File: config.mk
export PLATFORM = sky130hd
export DESIGN_NAME = e1ovh_capture
export DESIGN_NICKNAME = d
export VERILOG_FILES = /design/src/rtl/e1ovh_pkg.sv /design/src/rtl/e1ovh_route.sv /design/src/rtl/e1ovh_shift.sv /design/src/rtl/e1ovh_status.sv /design/src/rtl/e1ovh_capture.sv
export SDC_FILE = /design/constraint.sdc
export NUM_CORES = 1
export LEC_CHECK = 0
export BUFFER_PORTS_ARGS = -buffer_cell sky130_fd_sc_hd__buf_2
export CAP_MARGIN = 40
export CORE_ASPECT_RATIO = 0.5
export CORE_UTILIZATION = 49
export CTS_BUF_LIST = sky130_fd_sc_hd__clkbuf_16
export CTS_CLUSTER_SIZE = 16
export DETAILED_ROUTE_END_ITERATION = 10
export GPL_ROUTABILITY_DRIVEN = 0
export PLACE_DENSITY_LB_ADDON = 0.1
export SYNTH_ARGS = -nofsm -noshare
export SYNTH_HDL_FRONTEND = slang
export SYNTH_SLANG_ARGS = --single-unit
File: constraint.sdc
create_clock -name clk -period 1.4 [get_ports clk]
set_input_delay 0.28 -clock clk [delete_from_list [all_inputs] [get_ports clk]]
set_output_delay 0.28 -clock clk [all_outputs]
set_load 0.01 [all_outputs]
File: src/rtl/e1ovh_pkg.sv
package e1ovh_pkg;
  localparam int OCT_W       = 8;
  localparam int NUM_SA      = 5;
  localparam int NUM_REG     = 3 + NUM_SA;
  localparam int FRAMES      = 16;
  localparam int FRAME_W     = $clog2(FRAMES);
  localparam int REG_W       = FRAMES / 2;
  localparam int ADDR_W      = 4;
  localparam int ADDR_STATUS = NUM_REG;
  localparam int IDX_SI_FAS  = 0;
  localparam int IDX_SI_NFAS = 1;
  localparam int IDX_ALARM   = 2;
  localparam int IDX_SA0     = 3;
  localparam int POS_SI      = OCT_W - 1;
  localparam int POS_ALARM   = NUM_SA;
endpackage

File: src/rtl/e1ovh_route.sv
module e1ovh_route
  import e1ovh_pkg::*;
(
  input  logic               accept,
  input  logic               nfas,
  input  logic [OCT_W-1:0]   data,
  output logic [NUM_REG-1:0] en,
  output logic [NUM_REG-1:0] bits
);
  always_comb begin
    en   = '0;
    bits = '0;
    en[IDX_SI_FAS]    = accept & ~nfas;
    bits[IDX_SI_FAS]  = data[POS_SI];
    en[IDX_SI_NFAS]   = accept & nfas;
    bits[IDX_SI_NFAS] = data[POS_SI];
    en[IDX_ALARM]     = accept & nfas;
    bits[IDX_ALARM]   = data[POS_ALARM];
    for (int i = 0; i < NUM_SA; i++) begin
      en[IDX_SA0+i]   = accept & nfas;
      bits[IDX_SA0+i] = data[NUM_SA-1-i];
    end
  end
endmodule

File: src/rtl/e1ovh_shift.sv
module e1ovh_shift #(
  parameter int W = 8
) (
  input  logic         clk,
  input  logic         rst_n,
  input  logic         shift_en,
  input  logic         bit_in,
  input  logic         publish,
  output logic [W-1:0] hold
);
  logic [W-1:0] sr, sr_next;

  assign sr_next = shift_en ? {sr[W-2:0], bit_in} : sr;

  always_ff @(posedge clk or negedge rst_n) begin
    if (!rst_n) begin
      sr   <= '0;
      hold <= '0;
    end else begin
      sr <= sr_next;
      if (publish) hold <= sr_next;
    end
  end
endmodule

File: src/rtl/e1ovh_status.sv
module e1ovh_status (
  input  logic clk,
  input  logic rst_n,
  input  logic publish,
  input  logic clr_flag,
  input  logic clr_ovr,
  output logic flag,
  output logic ovr
);
  always_ff @(posedge clk or negedge rst_n) begin
    if (!rst_n) begin
      flag <= 1'b0;
      ovr  <= 1'b0;
    end else begin
      flag <= (flag & ~clr_flag) | publish;
      ovr  <= (ovr & ~clr_ovr) | (publish & flag & ~clr_flag);
    end
  end
endmodule

File: src/rtl/e1ovh_capture.sv
module e1ovh_capture
  import e1ovh_pkg::*;
(
  input  logic               clk,
  input  logic               rst_n,
  input  logic               ts0_valid,
  output logic               ts0_ready,
  input  logic [OCT_W-1:0]   ts0_data,
  input  logic               ts0_nfas,
  input  logic [FRAME_W-1:0] ts0_frame,
  input  logic               mf_lost,
  input  logic               host_rd,
  input  logic               host_wr,
  input  logic [ADDR_W-1:0]  host_addr,
  input  logic [OCT_W-1:0]   host_wdata,
  output logic [OCT_W-1:0]   host_rdata
);
  logic                     accept, publish, st_sel, clr_flag, clr_ovr;
  logic                     st_flag, st_ovr;
  logic [NUM_REG-1:0]       sh_en, sh_bit;
  logic [REG_W-1:0]         hold [NUM_REG];
  logic [NUM_REG*REG_W-1:0] hold_flat;

  assign ts0_ready = rst_n;
  assign accept    = ts0_valid & ts0_ready;
  assign publish   = accept & ~mf_lost & (ts0_frame == FRAME_W'(FRAMES - 1));
  assign st_sel    = (host_addr == ADDR_W'(ADDR_STATUS));
  assign clr_flag  = st_sel & (host_rd | (host_wr & host_wdata[0]));
  assign clr_ovr   = st_sel & (host_rd | (host_wr & host_wdata[1]));

  e1ovh_route u_route (
    .accept (accept),
    .nfas   (ts0_nfas),
    .data   (ts0_data),
    .en     (sh_en),
    .bits   (sh_bit)
  );

  for (genvar k = 0; k < NUM_REG; k++) begin : g_reg
    e1ovh_shift #(.W(REG_W)) u_shift (
      .clk      (clk),
      .rst_n    (rst_n),
      .shift_en (sh_en[k]),
      .bit_in   (sh_bit[k]),
      .publish  (publish),
      .hold     (hold[k])
    );
    assign hold_flat[k*REG_W +: REG_W] = hold[k];
  end

  e1ovh_status u_status (
    .clk      (clk),
    .rst_n    (rst_n),
    .publish  (publish),
    .clr_flag (clr_flag),
    .clr_ovr  (clr_ovr),
    .flag     (st_flag),
    .ovr      (st_ovr)
  );

  always_comb begin
    host_rdata = '0;
    for (int i = 0; i < NUM_REG; i++)
      if (host_addr == ADDR_W'(i)) host_rdata = hold[i];
    if (st_sel) begin
      host_rdata[0] = st_flag;
      host_rdata[1] = st_ovr;
    end
  end
endmodule

==> report_table.html <==
<table>
<tr><th>Metric</th><th>Value</th></tr>
<tr><th colspan="2">Critical path</th></tr>
<tr><td>CP cell instances</td><td>or3b_1, a31oi_1, o21ai_1, a31oi_2, buf_2</td></tr>
<tr><td>Worst EP required</td><td>1120 ps</td></tr>
<tr><td>Worst-case reg-to-reg path depth</td><td>3</td></tr>
<tr><td>Crit start category</td><td>flip-flop</td></tr>
<tr><td>CP Capture Type</td><td>output port</td></tr>
<tr><td>Type of the worst setup path</td><td>flip-flop to output port</td></tr>
<tr><td>Slack of the worst reg-to-reg path</td><td>410 ps</td></tr>
<tr><td>Worst-path cell with the longest stage delay</td><td>sky130_fd_sc_hd__dfrtp_1</td></tr>
<tr><td>Delay contributed by the slowest stage of the critical path</td><td>370 ps</td></tr>
<tr><td>Crit path launch</td><td>g_reg[4].u_shift.hold[0]</td></tr>
<tr><td>Family with the most delay on the worst path</td><td>compound AO/OA/AOI/OAI gates</td></tr>
<tr><td>R2R Path Start</td><td>g_reg[1].u_shift.sr[2]</td></tr>
<tr><td>Number of buffer and inverter instances along the worst setup path</td><td>1</td></tr>
<tr><td>Arrival time of the worst setup path</td><td>1670 ps</td></tr>
<tr><td>Largest fanout on the critical path</td><td>2</td></tr>
<tr><td>Capturing point of the worst reg2reg path</td><td>g_reg[1].u_shift.hold[3]</td></tr>
<tr><th colspan="2">Synth</th></tr>
<tr><td>Top cell type by total area after synthesis</td><td>sky130_fd_sc_hd__dfrtp_1</td></tr>
<tr><td>Synth Register Bits</td><td>130</td></tr>
<tr><td>Cell types with the highest counts after synthesis</td><td>194 x sky130_fd_sc_hd__nor2_1, 130 x sky130_fd_sc_hd__dfrtp_1, 65 x sky130_fd_sc_hd__mux2_2</td></tr>
<tr><td>Top-area cell type share of the netlist area</td><td>0.587</td></tr>
<tr><td>Number of synthesized flops with an enable pin</td><td>0</td></tr>
<tr><td>Synthesis warning total</td><td>0</td></tr>
<tr><td>Area contributors post-synth</td><td>sky130_fd_sc_hd__dfrtp_1 59%, sky130_fd_sc_hd__mux2_2 13%, sky130_fd_sc_hd__nor2_1 13%, sky130_fd_sc_hd__buf_2 1.8%, sky130_fd_sc_hd__mux2i_1 1.4%</td></tr>
<tr><td>Post-Synthesis Cells</td><td>517</td></tr>
<tr><td>Cell with the most instances after synthesis</td><td>sky130_fd_sc_hd__nor2_1</td></tr>
<tr><td>Synthesized area</td><td>5540 sq um</td></tr>
<tr><td>Fraction of the yosys area taken by sequential cells</td><td>0.587</td></tr>
<tr><td>Synth async-reset ratio</td><td>1.00</td></tr>
<tr><td>Post-Syn Area per Cell</td><td>10.7 sq um</td></tr>
<tr><td>Number of distinct standard cells referenced by the synthesized netlist</td><td>33</td></tr>
<tr><td>Net count of the mapped netlist</td><td>548</td></tr>
<tr><td>Most instantiated flip-flop cell in the synthesis netlist</td><td>sky130_fd_sc_hd__dfrtp_1</td></tr>
<tr><th colspan="2">Detailed routing</th></tr>
<tr><td>Detailed-route DRC error count</td><td>2</td></tr>
<tr><td>Routed len/inst</td><td>16.5 um</td></tr>
<tr><td>Overall via count from detail_route</td><td>3826</td></tr>
<tr><td>Overall routed net length</td><td>12200 um</td></tr>
<tr><td>Number of nets with antenna violations after routing</td><td>0</td></tr>
<tr><td>Initial DRC Count</td><td>231</td></tr>
<tr><td>First drt pass iteration count</td><td>8</td></tr>
<tr><td>Routed vias/inst</td><td>5.18</td></tr>
<tr><th colspan="2">STA</th></tr>
<tr><td>Rel. slew slack</td><td>0.439</td></tr>
<tr><td>Setup ws final</td><td>-552 ps</td></tr>
<tr><td>Hold violation total from the final report</td><td>0</td></tr>
<tr><td>Final Skew</td><td>7.15 ps</td></tr>
<tr><td>Final-report max-slew violation count</td><td>0</td></tr>
<tr><td>Unrepaired setup endpoints after global routing</td><td>yes</td></tr>
<tr><td>Upper clock frequency limit</td><td>512 MHz</td></tr>
<tr><td>Crit path time final</td><td>1950 ps</td></tr>
<tr><td>Total negative slack</td><td>-3460 ps</td></tr>
<tr><td>Transition time of the tightest slew-check pin</td><td>839 ps</td></tr>
<tr><td>Fraction of the cycle the final worst path needs</td><td>1.39</td></tr>
<tr><td>Endpoints failing setup</td><td>8</td></tr>
<tr><th colspan="2">Clock tree</th></tr>
<tr><td>Root buf cell</td><td>sky130_fd_sc_hd__clkbuf_16</td></tr>
<tr><td>Number of buffers on the longest clock path</td><td>2</td></tr>
<tr><td>Number of clock sinks seen by CTS</td><td>130</td></tr>
<tr><td>Insertion delay to the later sink of the worst-skew pair</td><td>400 ps</td></tr>
<tr><td>Clock transition at the registers of the reported paths</td><td>60 ps</td></tr>
<tr><td>H-tree lvl count</td><td>4</td></tr>
<tr><td>Clock tree from TritonCTS</td><td>yes</td></tr>
<tr><td>Cts bufs inserted</td><td>17</td></tr>
<tr><th colspan="2">Power and ir drop</th></tr>
<tr><td>Peak VDD IR</td><td>893 uV</td></tr>
<tr><td>Pwr dens</td><td>1780 nW/um^2</td></tr>
<tr><td>Leakage power summed over all cells</td><td>0.00326 uW</td></tr>
<tr><th colspan="2">GRT</th></tr>
<tr><td>Pin count of the biggest net entering global routing</td><td>102</td></tr>
<tr><td>Congestion Overflow GR</td><td>0</td></tr>
<tr><td>Number of antenna violations at the first check in global routing</td><td>0</td></tr>
<tr><td>GRT Overall Usage</td><td>0.225</td></tr>
<tr><td>Vias in the first global route</td><td>3783</td></tr>
<tr><td>Global-route wire length before repair</td><td>20000 um</td></tr>
<tr><th colspan="2">Cells and area</th></tr>
<tr><td>Area growth syn-to-layout</td><td>23.5%</td></tr>
<tr><td>Antenna diodes</td><td>0</td></tr>
<tr><td>Fill cell total of the finished layout</td><td>928</td></tr>
<tr><td>Fraction of final layout cells with drive strength greater than 1</td><td>0.306</td></tr>
<tr><td>Final net count</td><td>612</td></tr>
<tr><td>Non-filler cells, final</td><td>739</td></tr>
<tr><th colspan="2">Run</th></tr>
<tr><td># Max-Cap Violations</td><td>0</td></tr>
<tr><th colspan="2">Floorplan</th></tr>
<tr><td>DIE AREA</td><td>11800 sq um</td></tr>
<tr><td>Chip Width</td><td>152 um</td></tr>
<tr><td>DIE HEIGHT</td><td>77.2 um</td></tr>
<tr><td>Number of placed I/O pins</td><td>40</td></tr>
<tr><td>Core region area</td><td>11000 sq um</td></tr>
<tr><td>Number of rows in the core area</td><td>27</td></tr>
<tr><td>Effective utilization at floorplan</td><td>0.503</td></tr>
<tr><th colspan="2">Outcome</th></tr>
<tr><td>Violated checks</td><td>design-rule violations, negative setup slack</td></tr>
<tr><td>Result of the run</td><td>finished with violations</td></tr>
<tr><th colspan="2">Place</th></tr>
<tr><td>Number of placed cells counting well taps</td><td>704</td></tr>
<tr><td>Number of port buffers</td><td>32</td></tr>
<tr><td>Half-perimeter wire length after placement</td><td>8290 um</td></tr>
<tr><th colspan="2">Min path</th></tr>
<tr><td>Hold WC Path Type</td><td>input pin to asynchronous set/reset pin</td></tr>
</table>
[power by group]
group | internal [uW] | switching, uW
registers | 4920 | 652
clock network | 2970 | 1610
logic | 1110 | 947
[cell families after synthesis]
logic type / count (synthesis) / share of synthesized area
multiplexers: 75 / 0.155
buffers and inverters: 32 / 0.0323
AND/OR/NAND/NOR: 228 / 0.169
flip-flops: 130 / 0.587
AO/OA/AOI/OAI: 52 / 0.0574
[cell usage in the layout, fill, tap and decap left out, drive strengths merged, types with 3 or more instances in the layout]
master | synthesis | layout
o21a | 4 | 4
a21o | 5 | 5
nor3 | 3 | 3
clkbuf | 4 | 17
nand3b | 5 | 5
mux2i | 8 | 8
and2 | 3 | 3
mux2 | 65 | 65
bufinv | 0 | 4
nand2 | 6 | 6
a21oi | 11 | 11
clkinv | 0 | 7
a22oi | 7 | 7
o21ai | 13 | 13
nand2b | 6 | 6
buf | 27 | 74
dfrtp | 130 | 130
a31oi | 5 | 5
nor2 | 194 | 194
o22ai | 5 | 5
inv | 1 | 4
[metal layers]
metal,up-vias,share of wire,global-route usage
met2,45,0.45,0.332
met1,1915,0.51,0.331
li1,1864,-,-
met3,2,0.044,0.0582
met4,0,0.0019,0.0551
met5,-,0,0
[layout make-up]
type                    instances  area, sq um  share of cell area
flip-flops and latches        130         3250               0.475
repair buffers                 76          627              0.0916
clock inverters                15          190              0.0278
inverters                       1         3.75            0.000548
multi-input cells             355         2160               0.316
well taps                     145          181              0.0265
clock buffers                  17          425              0.0622
[through the flow]
stage	hold slack [ps]	utilization	setup WS [ps]	cell area (sq um)	power, uW
6_report	50.8	0.621	-552	6840	12200
5_1_grt	113	0.621	-659	6840	12800
4_1_cts	108	0.618	-587	6810	12300
3_5_place_dp	309	0.561	-382	6170	7640
3_3_place_gp	311	0.561	-386	6170	7570
2_1_floorplan	-15.6	-	-45.0	5580	6840
[state kept, by name, summed over array words and instances (netlist names)]
name,count
g.u_shift.hold,64
u_status.ovr,1
g.u_shift.sr,64
u_status.flag,1
[timing repair]
action,CTS,global route
hold buffers,2,0
resized for setup,3,6
buffers inserted,0,2
endpoints found under the hold margin,29,0
pin swaps,7,2
endpoints found under the setup margin,8,8
[worst reg2reg max path: stages, from the launching register on]
cell and delay [ps]:
sky130_fd_sc_hd__dfrtp_1 380, sky130_fd_sc_hd__mux2_2 280, sky130_fd_sc_hd__nor2_1 160, sky130_fd_sc_hd__nor2_1 50
[how the worst max path moves through the flow]
stage | cells past startpoint | slack [ps] | endpoint
floorplan | 5 | -40 | host_rdata[0]
global placement | 8 | -390 | host_rdata[7]
detailed placement | 8 | -380 | host_rdata[3]
CTS | 5 | -590 | host_rdata[0]
global route | 5 | -660 | host_rdata[0]
finish | 5 | -550 | host_rdata[0]
No activity file was read; power rests on OpenSTA's default activity.
